[config.mk]
export PLATFORM = sky130hd
export DESIGN_NAME = io_probe_flags
export DESIGN_NICKNAME = d
export VERILOG_FILES = /design/src/rtl/io_probe_flags.sv
export SDC_FILE = /design/constraint.sdc
export NUM_CORES = 1
export LEC_CHECK = 0
export ABC_CLOCK_PERIOD_IN_PS = 1400
export CAP_MARGIN = 20
export CORE_ASPECT_RATIO = 0.7
export CORE_UTILIZATION = 36
export CTS_BUF_LIST = sky130_fd_sc_hd__clkbuf_4 sky130_fd_sc_hd__clkbuf_8
export DETAILED_ROUTE_END_ITERATION = 8
export MAX_ROUTING_LAYER = met4
export PLACE_DENSITY = 0.79
export SYNTH_ARGS = -nofsm -noshare
export SYNTH_HDL_FRONTEND = slang
export SYNTH_SLANG_ARGS = --single-unit
export TNS_END_PERCENT = 5
[constraint.sdc]
create_clock -name clk -period 1.4 [get_ports clk]
set_clock_uncertainty 0.15 [all_clocks]
set_input_delay 0.28 -clock clk [delete_from_list [all_inputs] [get_ports clk]]
set_output_delay 0.28 -clock clk [all_outputs]
set_load 0.02 [all_outputs]
[src/rtl/io_probe_flags.sv]
module io_probe_flags #(
  parameter int ADDR_W = 24
) (
  input  logic              clk,
  input  logic              rst_n,
  input  logic              start,
  input  logic [7:0]        mask,
  input  logic [7:0]        c_reg,
  output logic [ADDR_W-1:0] io_addr,
  output logic              io_rd,
  input  logic              io_ready,
  input  logic [7:0]        io_din,
  output logic [7:0]        flags,
  output logic              done
);
  localparam int HI_W = ADDR_W - 8;

  logic       busy;
  logic       done_q;
  logic [7:0] port_q;
  logic [7:0] mask_q;
  logic [7:0] flags_q;

  wire [7:0] res  = io_din & mask_q;
  wire       take = busy & io_ready;

  always_ff @(posedge clk or negedge rst_n) begin
    if (!rst_n) begin
      busy    <= 1'b0;
      done_q  <= 1'b0;
      port_q  <= '0;
      mask_q  <= '0;
      flags_q <= '0;
    end else begin
      done_q <= take;
      if (take) begin
        busy    <= 1'b0;
        flags_q <= {res[7], (res == 8'h00), flags_q[5], 1'b1,
                    flags_q[3], ~^res, 1'b0, 1'b0};
      end else if (!busy && start) begin
        busy   <= 1'b1;
        port_q <= c_reg;
        mask_q <= mask;
      end
    end
  end

  assign io_addr = {{HI_W{1'b0}}, port_q};
  assign io_rd   = busy;
  assign flags   = flags_q;
  assign done    = done_q;
endmodule


==> out/results.tsv, run 1 <==
metric	value	unit
switchingPower	647	µW
antenna_found_initial	0	
grt_max_degree	23	
slew_viol_final	0	
cts_root_buffer	clkbuf_8	
p_seq_share	41.8	%
ant_nets	0	
start_util	38.9	%
final_core_util	54.9	%
synth-seq-area-share	49.4	%
diodes	0	
final_cell_count_no_fill	174	
fin_ws	-0.00757	ns
synth.avg_cell_area	12.5	µm²
yosys.area.top_type_share	49.4	%
tritoncts	built	
overflow	0	
drtIter0Drc	17	
drive_gt1_share	34.1	%
synth_edf_count	0	
whs	0.189	ns
drv_cap	0	
powerDensity	1310	mW/mm²
postSynthCellCount	89	
internal_power	1.41	mW
gp_congestion	0.696	
yosysTopAreaCell	dfrtp_1	
fin_crit	1.41	ns
clkPwrFrac	22.3	%
p_leak	0.803	nW
io_buffers	41	
wire_per_inst	11.9	µm
setup_viol	1	
ys_top_cells_by_area	dfrtp_1 (49%), buf_4 (13%), mux2_4 (12%)	
crit_slowest_cell	clkdlybuf4s50_1	
fmax	710	MHz
critical_path_required	1.41	ns
worst_setup_path_end_kind	flip-flop	
insertion_delay	0.26	ns
dpl.cell_count	168	
coreArea	0.00286	mm²
yosysUniqueCellTypes	17	
grt_util_met3	4.95	%
die_x	68.5	µm
die_h	48.6	µm
start_kind	input pin	
first_pass_iters	4	
rsz0062_at_grt	true	
grt_use_met2	23.0	%
hold_class	input pin to flip-flop	
drc	0	
pin_count	62	
worstPathCellList	clkdlybuf4s50_1 > nand2_2 > ha_4 > xnor2_2 > xnor2_1 > o21ai_1	
routed_wl	2070	µm
cts_max_level	1	
period_share	101	%
synthFlopType	dfrtp_1	
swShare	31.5	%
synth_seq_cells	22	
ys_warn_count	0	
clk_pin_slew	0.08	ns
crit_type	input pin to flip-flop	
yosys.cell_count.top_type	dfrtp_1	
synth-async-reset-ratio	100	%
cp_max_fo	1	
clock-sinks	22	
cp.arrival	1.41	ns
fin_setup_tns	-0.00757	ns
num_vias	738	
critPathMaxStageDelay	0.47	ns
vias_per_cell	4.24	
violations	negative setup slack	
areaGrowthSynthToFinish	41.1	%
clockBufferDepth	2	
ir_worst_vdd	826	µV
final_nets	171	
path_buf_inv	1	
grt_usage	13.9	%
top_usage_layer	met2	
grt_pass1_wl	3210	µm
outcome	complete, but fails checks	
netlist_area	0.00111	mm²
grt_pass1_vias	743	
met1_usage	15.7	%
die_area	0.00333	mm²
crit_family	buffers and inverters	
rows	16	
final_hold_viol_count	0	
yosys-top-cells-count	dfrtp_1 (22), buf_4 (20), nand2_1 (12)	
cts_buffers	3	
combPwrFrac	35.9	%
dp_hpwl	1540	µm
## layout by cell type, fill, tap and decap left out
cell type        synthesis  routed
conb_1                   1      20
buf_2                    0       1
clkbuf_8                 0       4
buf_6                    1       1
mux2_4                   9       9
dlymetal6s2s_1           0       6
nand2_2                  0       2
nor2b_4                  0       1
ha_1                     4       2
nand2_1                 12      10
o21ai_0                  3       2
clkdlybuf4s15_1          0       1
clkbuf_2                 0      12
dfrtp_2                  0       1
nand4_1                  1       1
a21o_1                   1       1
clkdlybuf4s50_1          0      21
xor2_1                   1       1
xnor2_1                  2       1
xnor2_2                  0       1
dfrtp_1                 22      21
nand2b_1                 1       1
buf_4                   20       6
inv_1                    2       2
o21ai_1                  0       1
mux2_2                   7       7
ha_4                     0       2
## through the flow
step	instance area [µm²]	power (mW)	setup slack, ns
6_report	1570	2.06	-0.00757
5_1_grt	1570	2.19	-0.0642
4_1_cts	1570	2.06	-0.0944
3_5_place_dp	1510	1.63	-0.401
3_3_place_gp	1510	1.61	-0.378
2_1_floorplan	1190	1.34	-0.0452
## layout make-up
class	instances	area (µm²)
clock buffer	4	55.1
fill	251	1290
inverter	2	7.51
multi-input combinational	62	497
sequential	22	552
tap	36	45.0
timing repair buffer	48	417
## cells by family after synthesis
logic type | share of synthesized area, %
buffers and inverters | 16.5
DFF | 49.4
muxes | 19.2
and+or+nand+nor | 5.72
adders and majority gates | 4.49
AOI/OAI and AO/OA | 2.02
xor gates and xnor gates | 2.36
other | 0.336
## flip-flops by register name (all words and copies together) (netlist names)
| register | count |
|---|---|
| mask_q | 8 |
| port_q | 8 |
| flags | 4 |
| done | 1 |
| io_rd | 1 |
## power by group through the flow
stage	clock (mW)	combinational, mW	sequential (mW)
floorplan	0	0.387	0.956
global placement	0	0.751	0.858
detailed placement	0	0.762	0.866
CTS	0.470	0.728	0.857
global route	0.507	0.806	0.877
finish	0.459	0.737	0.859
## final timing paths
kind	endpoint	slack (ns)	startpoint	cells after the start
worst max-delay path	flags[2]	-0.008	io_din[3]	6
worst min register to register	flags[4]	0.33	flags[4]	1
worst max register to register	flags[2]	0.03	mask_q[5]	5
min in group asynchronous	mask_q[7]	0.21	rst_n	2
worst min-delay path	flags[7]	0.19	io_din[7]	3
max in group asynchronous	io_rd	0.64	rst_n	2
## metal layers
layer / routed length (µm) / share of wire, %
met5: 0 / 0
met4: 8 / 0.39
met3: 170 / 8.2
met2: 1070 / 51
met1: 829 / 40
## timing repair
item / 4_1_cts / 5_1_grt
hold buffers: 0 / 0
resized for setup: 30 / 26
pin swaps: 3 / 13
cloned: 0 / 0
buffers inserted: 0 / 2
endpoints found under the hold margin: 0 / 0
setup endpoints to repair: 24 / 31
## worst reg2reg max path, cell delays in order (launching register included)
cell	delay (ns)
dfrtp_1	0.36
nand2_1	0.07
ha_1	0.29
xor2_1	0.17
xnor2_1	0.15
o21ai_1	0.09
No activity file was read; power rests on OpenSTA's default activity.
==> run 2, diff against run 1 <==
--- a/constraint.sdc
+++ b/constraint.sdc
@@ -3,3 +3,3 @@
 set_input_delay 0.28 -clock clk [delete_from_list [all_inputs] [get_ports clk]]
 set_output_delay 0.28 -clock clk [all_outputs]
-set_load 0.02 [all_outputs]
+set_load 0.01 [all_outputs]
==> run 2 against run 1 <==
  * The run still ends with negative setup slack left
  * First-iteration DRC count rose by 24%
  * Die area did not move
  * Worst setup slack got worse by 0.019 ns
  * Via count fell by 2.2%
  * Worst hold slack improved by 0.010 ns
  * Critical path type is now flip-flop to output pin
  * Critical endpoint is now io_rd
  * Largest power group unchanged
  * Highest routed layer is now met3
==> out/results.tsv, run 2 (same netlist as run 1, synthesis figures left out) <==
metric	value	unit
final_cell_mix	dfrtp_1 (22), conb_1 (20), clkdlybuf4s50_1 (20)	
powerDensity	1220	mW/mm²
gp_congestion	0.703	
drc	0	
start_util	38.9	%
grt_max_degree	23	
rows	16	
worstPathCellList	dlygate4sd2_1	
ant_nets	0	
crit_type	flip-flop to output pin	
crit_family	flip-flops	
outcome	complete, but fails checks	
cts_buffers	3	
violations	negative setup slack	
hold_class	input pin to asynchronous set/reset pin	
drv_cap	0	
clock-sinks	22	
cp.arrival	1.00	ns
die_x	68.5	µm
antenna_found_initial	0	
clkPwrFrac	22.6	%
coreArea	0.00286	mm²
p_leak	0.815	nW
die_h	48.6	µm
wire_per_inst	12.0	µm
worst_setup_path_end_kind	output pin	
p_seq_share	42.7	%
vias_per_cell	4.22	
combPwrFrac	34.6	%
rsz0062_at_grt	true	
whs	0.199	ns
clk_pin_slew	0.08	ns
fin_ws	-0.0267	ns
grt_pass1_wl	3250	µm
path_buf_inv	1	
drive_gt1_share	27.4	%
insertion_delay	0.26	ns
final_cell_count_no_fill	171	
final_nets	168	
cts_max_level	1	
swShare	28.0	%
fillers	234	
start_kind	flip-flop	
overflow	0	
fmax	701	MHz
grt_pass1_vias	715	
drtIter0Drc	21	
routed_wl	2060	µm
ir_worst_vdd	764	µV
critical_path_required	0.97	ns
multi_input_area	534	µm²
die_area	0.00333	mm²
areaGrowthSynthToFinish	47.4	%
place_ws	-0.404	ns
final_common_cell	dfrtp_1	
post-cts-setup-buffers	0	
pin_count	62	
dpl.cell_count	167	
regArea	551	µm²
num_vias	722	
grt_usage	14.0	%
tritoncts	built	
setup_viol	10	
fin_crit	1.43	ns
diodes	0	
r2r_setup_slack	0.04	ns
period_share	102	%
cts_root_buffer	clkbuf_8	
dp_hpwl	1550	µm
crit_slowest_cell	dfrtp_1	
final_hold_viol_count	0	
clockBufferDepth	2	
io_buffers	41	
internal_power	1.44	mW
slew_viol_final	0	
fin_setup_tns	-0.0793	ns
final_core_util	57.4	%
first_pass_iters	2	
cp_max_fo	4	
switchingPower	561	µW
critPathMaxStageDelay	0.42	ns
[run 2: layout make-up]
| cell class | count | share of cell area, % |
|---|---|---|
| timing repair buffer | 45 | 27.4 |
| tap | 36 | 2.74 |
| multi-input combinational | 62 | 32.5 |
| inverter | 2 | 0.457 |
| clock buffer | 4 | 3.35 |
| sequential | 22 | 33.5 |
[run 2: path summary, 6_finish.rpt]
check | from | end | cells after the start
hold reg to reg | flags[4] | flags[4] | 1
min in group clk | io_din[7] | flags[7] | 3
setup / recovery | io_rd | io_rd | 1
setup reg to reg | io_rd | mask_q[5] | 3
hold / removal | rst_n | port_q[1] | 2
max in group asynchronous | rst_n | flags[7] | 2
[run 2: metal layers]
layer  part of all wire, %  wire (µm)  global-route usage [%]  vias up
met5                     0          0                       -        -
li1                      -          -                       -      340
met1                    42        868                    17.4      339
met4                     0          0                    3.13        0
met2                    50       1030                    21.7       43
met3                   7.7        159                    4.95        0
[run 2: power groups by stage]
stage	combinational (mW)	sequential (mW)	clock [mW]
3_5_place_dp	0.665	0.862	0
2_1_floorplan	0.362	0.889	0
5_1_grt	0.769	0.880	0.493
3_3_place_gp	0.653	0.857	0
4_1_cts	0.609	0.851	0.463
6_report	0.694	0.857	0.453
[run 2: per-stage QoR]
stage               total power, mW  cell area (µm²)
global placement               1.51             1500
global route                   2.14             1640
CTS                            1.92             1540
finish                         2.00             1640
floorplan                      1.25             1190
detailed placement             1.53             1500
[run 2: repair_timing]
item	CTS	global route
pin swaps	2	12
gates resized for setup	15	25
cloned	0	0
hold buffers	0	0
endpoints found under the setup margin	25	23
==> run 3, diff against run 2 <==
Settings changed: ABC_AREA from default to 1, CORE_UTILIZATION 36 to 37.
==> run 3 against run 2 <==
  * The flow now finishes without violations
  * Sequential power decreased by 2%
  * Fmax increased by 4.0%
  * Synthesized cell count increased by 56%
  * Critical endpoint is now io_addr[5]
  * Largest power group unchanged
==> out/results.tsv, run 3 <==
metric	value	unit
crit_type	flip-flop to output pin	
cp.arrival	0.94	ns
antenna_found_initial	0	
io_buffers	41	
gp_congestion	0.752	
final_common_cell	nand2_1	
synthFlopType	dfrtp_1	
ys_top_cells_by_area	dfrtp_1 (46%), nand2_1 (17%), buf_4 (13%)	
cts_buffers	3	
cts_max_level	1	
grt_usage	14.2	%
fmax	729	MHz
powerDensity	1160	mW/mm²
start_kind	flip-flop	
synth.avg_cell_area	8.61	µm²
crit_family	flip-flops	
yosysUniqueCellTypes	15	
synth_top_family_by_area	simple AND/OR/NAND/NOR gates	
fin_ws	0.0281	ns
final_hold_viol_count	0	
synth-seq-area-share	46.0	%
yosysTopAreaCell	dfrtp_1	
period_share	98.0	%
grt_max_degree	23	
r2r_setup_slack	0.10	ns
setup_viol	0	
rows	16	
synth_seq_cells	22	
synth_edf_count	0	
muxShareOfSynthArea	0	%
ys_warn_count	0	
die_h	49.6	µm
coreArea	0.00292	mm²
overflow	0	
power.total	2.00	mW
drc	0	
yosys.cell_count.top_type	nand2_1	
routed_wl	2380	µm
num_vias	956	
fillers	294	
grt_pass1_vias	849	
yosys.area.top_type_share	46.0	%
r2r_cells	8	
r2r-end	flags[2]	
crit_slowest_cell	dfrtp_1	
yosys-top-cells-count	nand2_1 (54), dfrtp_1 (22), buf_4 (21)	
ir_worst_vdd	536	µV
path_buf_inv	1	
worstPathCellList	dlygate4sd2_1	
cts_root_buffer	clkbuf_8	
switchingPower	636	µW
synth-async-reset-ratio	100	%
synth_fa_ha_area_share	4.18	%
cts_hold_buf	0	
die_x	70.0	µm
slew_viol_final	0	
fin_setup_tns	0	ns
combPwrFrac	35.0	%
grt_pass1_wl	3750	µm
critPathMaxStageDelay	0.39	ns
swShare	31.8	%
wire_per_inst	10.8	µm
start_util	40.9	%
drv_cap	0	
drtIter0Drc	42	
final_nets	218	
fin_crit	1.37	ns
insertion_delay	0.26	ns
clk_pin_slew	0.08	ns
final_cell_mix	nand2_1 (48), dfrtp_1 (22), conb_1 (20), clkdlybuf4s50_1 (20), nand3_1 (17)	
diodes	0	
postSynthCellCount	139	
cp_max_fo	2	
place_ws	-0.337	ns
p_seq_share	42.1	%
r2r_start	mask_q[5]	
critical_path_required	0.97	ns
vias_per_cell	4.33	
pin_count	62	
clkPwrFrac	22.9	%
areaGrowthSynthToFinish	44.0	%
tritoncts	built	
synth_xor_area_share	0	%
internal_power	1.36	mW
netlist_area	0.00120	mm²
clockBufferDepth	2	
ant_nets	0	
synth_compound_area_share	1.26	%
die_area	0.00347	mm²
first_pass_iters	4	
clock-sinks	22	
hold_class	input pin to asynchronous set/reset pin	
p_leak	0.916	nW
dp_hpwl	1740	µm
outcome	complete, no violations	
synthSimpleGateAreaFrac	29.4	%
worst_setup_path_end_kind	output pin	
drive_gt1_share	15.7	%
-- run 3: power by group through the flow --
stage	combinational, mW	clock [mW]	sequential [mW]
CTS	0.629	0.473	0.835
global placement	0.673	0	0.845
finish	0.699	0.457	0.842
global route	0.784	0.502	0.857
floorplan	0.361	0	0.883
detailed placement	0.685	0	0.849
-- run 3: layout make-up --
| type | instances | area, µm² | area share [%] |
|---|---|---|---|
| multi-input cells | 106 | 557 | 32.3 |
| flip-flops and latches | 22 | 551 | 32.0 |
| repair buffers | 47 | 490 | 28.5 |
| clock buffers | 4 | 55.1 | 3.20 |
| well taps | 36 | 45.0 | 2.61 |
| inverters | 6 | 25.0 | 1.45 |
-- run 3: logic make-up after synthesis --
| group | count (synthesis) |
|---|---|
| AO/OA/AOI/OAI | 3 |
| adder cells (fa/ha/maj) | 4 |
| buffers and inverters | 30 |
| flip-flops | 22 |
| other | 1 |
| AND/OR/NAND/NOR | 79 |
-- run 3: worst max path at each step --
stage	start	to	slack (ns)	cells after the start
2_1_floorplan	mask_q[7]	flags[2]	0.14	8
3_3_place_gp	io_din[2]	flags[2]	-0.33	9
3_5_place_dp	io_din[7]	flags[2]	-0.34	9
4_1_cts	io_din[0]	flags[2]	-0.05	9
5_1_grt	io_din[4]	flags[2]	-0.02	9
6_report	port_q[5]	io_addr[5]	0.03	1
-- run 3: metal layers --
layer | vias up | share of wire [%] | GRT usage [%]
li1 | 485 | - | -
met1 | 431 | 47 | 18.6
met2 | 35 | 44 | 20.2
met3 | 5 | 7.6 | 5.32
met4 | 0 | 1.3 | 5.00
met5 | - | 0 | -
-- run 3: timing repair --
item,in CTS,in global routing
setup buffers,0,1
pin swaps,2,10
cloned,0,0
setup endpoints to repair,15,10
resized for setup,14,27
-- run 3: per-stage QoR --
step                      hold slack (ns)  instance area, µm²  std cells  utilization (%)
after global routing                0.215                1720        221             58.9
after detailed placement            0.304                1590        216             54.2
after global placement              0.300                1590        216             54.2
after floorplan                    -0.166                1270        158                -
final                               0.205                1720        221             58.9
after CTS                           0.218                1620        220             55.5
